[src/rtl/mem_phase_arbiter.sv]
`timescale 1ns/1ps
module mem_phase_arbiter #(
  parameter int AW = 16,
  parameter int DW = 8,
  parameter int VAW = 14,
  parameter logic [AW-1:0] VID_BASE = 'hC000
) (
  input  logic          clk,
  input  logic          rst_n,
  output logic          cpu_clk,
  output logic          vid_clk,
  output logic          cpu_ce,
  input  logic [15:0]   cpu_addr,
  input  logic [DW-1:0] cpu_dout,
  input  logic          cpu_mreq_n,
  input  logic          cpu_iorq_n,
  input  logic          cpu_rd_n,
  input  logic          cpu_wr_n,
  input  logic          cpu_m1_n,
  output logic [DW-1:0] cpu_din,
  output logic          cpu_wait_n,
  input  logic [VAW-1:0] vid_addr,
  output logic [DW-1:0] vid_data,
  output logic          vid_valid,
  output logic [AW-1:0] ram_addr,
  output logic [DW-1:0] ram_wdata,
  output logic          ram_we,
  input  logic [DW-1:0] ram_rdata
);
  localparam logic [1:0]    PH_WR    = 2'd0;
  localparam logic [1:0]    PH_CPURD = 2'd1;
  localparam logic [1:0]    PH_LAST  = 2'd3;
  localparam logic [DW-1:0] IO_BYTE  = '0;

  logic [1:0]    ph, tcnt;
  logic          m1_q, wr_done, align, wait_q, vld_q;
  logic [DW-1:0] din_q, vdat_q;

  wire tick      = (ph == PH_LAST);
  wire mem_rd    = !cpu_mreq_n && !cpu_rd_n;
  wire io_rd     = !cpu_iorq_n && !cpu_rd_n && cpu_m1_n;
  wire mem_wr    = !cpu_mreq_n && !cpu_wr_n;
  wire wr_pend   = mem_wr && !wr_done;
  wire new_m1    = !cpu_m1_n && m1_q;
  wire align_set = new_m1 && (tcnt == 2'd1 || tcnt == 2'd2);
  wire align_nx  = align_set || (align && tcnt != 2'd3);

  assign cpu_clk    = ph[1];
  assign vid_clk    = ~ph[1];
  assign cpu_ce     = tick;
  assign cpu_din    = din_q;
  assign cpu_wait_n = wait_q;
  assign vid_data   = vdat_q;
  assign vid_valid  = vld_q;
  assign ram_addr   = ph[1] ? (VID_BASE | AW'(vid_addr)) : AW'(cpu_addr);
  assign ram_wdata  = cpu_dout;
  assign ram_we     = (ph == PH_WR) && mem_wr && wr_done && wait_q;

  always_ff @(posedge clk) begin
    if (!rst_n) begin
      ph      <= '0;
      tcnt    <= '0;
      m1_q    <= 1'b1;
      wr_done <= 1'b0;
      align   <= 1'b0;
      wait_q  <= 1'b1;
      vld_q   <= 1'b0;
      din_q   <= '0;
      vdat_q  <= '0;
    end else begin
      ph    <= ph + 2'd1;
      vld_q <= tick;
      if (tick) vdat_q <= ram_rdata;
      if (ph == PH_CPURD) begin
        if (mem_rd)     din_q <= ram_rdata;
        else if (io_rd) din_q <= IO_BYTE;
      end
      if (tick) begin
        tcnt    <= tcnt + 2'd1;
        m1_q    <= cpu_m1_n;
        wr_done <= mem_wr;
        align   <= align_nx;
        wait_q  <= !(align_nx || wr_pend);
      end
    end
  end
endmodule

[config.mk]
export PLATFORM = sky130hd
export DESIGN_NAME = mem_phase_arbiter
export DESIGN_NICKNAME = d
export VERILOG_FILES = /design/src/rtl/mem_phase_arbiter.sv
export SDC_FILE = /design/constraint.sdc
export NUM_CORES = 1
export LEC_CHECK = 0
export ABC_CLOCK_PERIOD_IN_PS = 1950
export CAP_MARGIN = 20
export CORE_MARGIN = 4
export CORE_UTILIZATION = 32
export CTS_CLUSTER_DIAMETER = 50
export DETAILED_ROUTE_END_ITERATION = 10
export PLACE_DENSITY = 0.84
export SLEW_MARGIN = 20
export SYNTH_ARGS = -nofsm -noshare
export SYNTH_HDL_FRONTEND = slang
export SYNTH_SLANG_ARGS = --single-unit
[constraint.sdc]
create_clock -name clk -period 1.95 [get_ports clk]
set_clock_uncertainty 0.2 [all_clocks]
set_input_delay 0.195 -clock clk [delete_from_list [all_inputs] [get_ports clk]]
set_output_delay 0.195 -clock clk [all_outputs]
set_load 0.01 [all_outputs]
==> flow_metrics.env <==
export IMPL_status="complete, no violations"
export IMPL_grt_pass1_wl_um=6009
export IMPL_num_antenna_cells=0
export IMPL_fp_dieW_um=68.82
export IMPL_wl_met3_um=410
export IMPL_port_buffers=82
export IMPL_clock_latency_ps=270
export IMPL_syn_to_final_growth_pct=74.42
export IMPL_ys_top_cells_by_area="dfxtp_1 42%, mux2_2 13%, mux2i_1 9.3%, a22o_1 5.9%, buf_4 5.7%"
export IMPL_pre_cts_ws_ps=-12.69
export IMPL_yosysTopAreaCell="dfxtp_1"
export IMPL_drt_pass1_iter_count=3
export IMPL_gp_routability_congestion=0.8289
export IMPL_synth_compound_area_share_pct=9.197
export IMPL_grt_max_degree=19
export IMPL_final_cells=235
export IMPL_wl_per_cell_um=15.44
export IMPL_crit_type="reg2out"
export IMPL_synth_top_family_by_area="multiplexers"
export IMPL_routed_wirelength_um=3629
export IMPL_post_route_min_period_ps=1804
export IMPL_route_detailed_drc=0
export IMPL_critPathLaunchType="register"
export IMPL_report_final_slew_viol_count=0
export IMPL_antenna_left=0
export IMPL_min_path_cells=0
export IMPL_max_freq_mhz=554.2
export IMPL_met1_length_um=1287
export IMPL_grt_pass1_vias=1297
export IMPL_layout_drive_gt1_share_pct=15.34
export IMPL_dr_max_layer_used="met4"
export IMPL_cts_setup_buffers=0
export IMPL_cts_root_buf="clkbuf_8"
export IMPL_synth_seq_area_share_pct=42.28
export IMPL_crit_fanout=18
export IMPL_synth_nets=168
export IMPL_endpoint_kind="output pin"
export IMPL_post_route_util_pct=59.98
export IMPL_worst_pin_slew_ps=402.1
export IMPL_worstPathRequired_ps=1550
export IMPL_viasPerCell=4.694
export IMPL_final_cell_mix="64 x clkdlybuf4s50_1, 24 x dfxtp_1, 15 x dlygate4sd2_1"
export IMPL_r2r_worst_path_cells=5
export IMPL_grt_antenna_before_repair=0
export IMPL_grt_use_total_pct=17.26
export IMPL_cts_sinks=25
export IMPL_wl_met2_um=1878
export IMPL_dieArea_um2=4736
export IMPL_avgSynthCellArea_um2=10.66
export IMPL_synth_cells=111
export IMPL_max_stage_delay_ps=360
export IMPL_ys_warn_count=0
export IMPL_yosys_area_share_simple_pct=12.37
export IMPL_start_util_pct=34.39
export IMPL_overflow=0
export IMPL_muxShareOfSynthArea_pct=22.62
export IMPL_ir_drop_mv=0.2440
export IMPL_power_density_nw_per_um2=578.6
export IMPL_ys_types=25
export IMPL_synthXorXnorAreaFrac_pct=0.7400
export IMPL_yosysTopAreaCellShare_pct=42.28
export IMPL_hold_path_class="in2out"
export IMPL_critPathArrivalTime_ps=1410
export IMPL_syn_area_um2=1184
export IMPL_drv_cap=0
export IMPL_clkTransAtPathRegs_ps=80
export IMPL_nets=247
export IMPL_cts_buffers=3
export IMPL_drt_initial_drc_count=24
export IMPL_slew_headroom_pct=73.16
export IMPL_core_um2=3442
export IMPL_setup_ws_ps=145.5
export IMPL_dp_cells=231
export IMPL_cts_tree="done"
export IMPL_num_vias=1103
export IMPL_clk_path_buf_depth=2
export IMPL_synth_fa_ha_area_share_pct=4.228
export IMPL_timing_final_crit_share_pct=92.54
export IMPL_finalHoldViolCount=0
export IMPL_rsz0062_at_grt="no"
export IMPL_dp_hpwl_um=3038
export IMPL_final_common_cell="clkdlybuf4s50_1"
export IMPL_setup_violations=0
export IMPL_cpMaxStageDelayCell="dfxtp_2"
export IMPL_io_pins=99
export IMPL_rows=21
export IMPL_crit_chain="buf_12, mux2_2, dlygate4sd2_1"
export IMPL_ys_ff_latch=25
export IMPL_cts_htree_levels=1
export IMPL_dieHeight_um=68.82
export IMPL_static_leakage_power_nw=0.8521
[flip-flops by register name, summed over array words and instances (netlist names), 2 cells and up]
name / count
tcnt: 2
cpu_din: 8
vid_data: 8
ph: 2
[worst max-delay path: cells and delay by family (launching register included)]
kind                   cells  cell delay, ps
multiplexers               1             340
buffers and inverters      2             440
flip-flops                 1             360
[cell usage after synthesis, drive strengths merged]
| library cell | number |
|---|---|
| nand3b | 1 |
| dfxtp | 25 |
| nand2b | 1 |
| nand2 | 2 |
| nor3b | 1 |
| buf | 13 |
| nor2b | 1 |
| mux2i | 11 |
| o22ai | 1 |
| a22o | 8 |
| mux2 | 14 |
| xnor2 | 1 |
| ha | 4 |
| and2b | 1 |
| nand3 | 2 |
| o221ai | 1 |
| nor2 | 14 |
| o211a | 1 |
| or2 | 2 |
| inv | 4 |
| nor3 | 1 |
| and2 | 2 |
[report_power, final]
part,switching [mW],total (mW),internal [mW]
clock network,0.163,0.307,0.145
logic,0.128,0.343,0.215
registers,0.0129,0.544,0.531
total,0.303,1.19,0.891
[cell type report]
cell class | instances | area [um2]
fillers | 285 | 1378
repair buffers | 87 | 859.6
multi-input cells | 69 | 581.8
flip-flops and latches | 25 | 501.7
well taps | 46 | 57.56
clock buffers | 3 | 41.29
inverters | 4 | 15.01
clock inverters | 1 | 7.507
[what timing repair did]
action,4_1_cts,5_1_grt
endpoints found under the setup margin,17,3
hold endpoints to repair,0,0
gates resized for setup,16,3
hold buffers,0,0
[per-layer routing]
| layer | up-vias | GRT usage [%] |
|---|---|---|
| li1 | 530 | - |
| met1 | 510 | 17.87 |
| met2 | 58 | 31.35 |
| met3 | 5 | 7.293 |
| met4 | 0 | 5.353 |
| met5 | - | 0 |
[per-stage QoR]
| step | setup TNS (ps) | power (mW) | hold WS [ps] | instance area, um2 |
|---|---|---|---|---|
| global route | 0 | 1.259 | 190.0 | 2064 |
| floorplan | 0 | 0.7119 | 56.94 | 1184 |
| detailed placement | -12.69 | 0.9245 | 190.1 | 2026 |
| CTS | 0 | 1.210 | 190.1 | 2057 |
| global placement | 0 | 0.9164 | 190.1 | 2026 |
| finish | 0 | 1.194 | 190.0 | 2064 |
[path summary, 6_finish.rpt]
| path | from | endpoint | slack [ps] |
|---|---|---|---|
| worst max-delay path | ph[1] | ram_addr[4] | 150 |
| worst min register to register | ph[0] | ph[0] | 280 |
| worst min-delay path | cpu_dout[0] | ram_wdata[0] | 190 |
| worst max register to register | ph[1] | cpu_din[0] | 310 |
[kinds of logic (layout without fill, tap and decap cells)]
group	count (synthesis)	in the layout
buf+inv	17	95
mux	25	25
xor+xnor	1	1
simple gates	28	28
compound gates	11	11
fa+ha+maj	4	4
flops	25	25
Note: power is estimated with default switching activity, not from simulation.
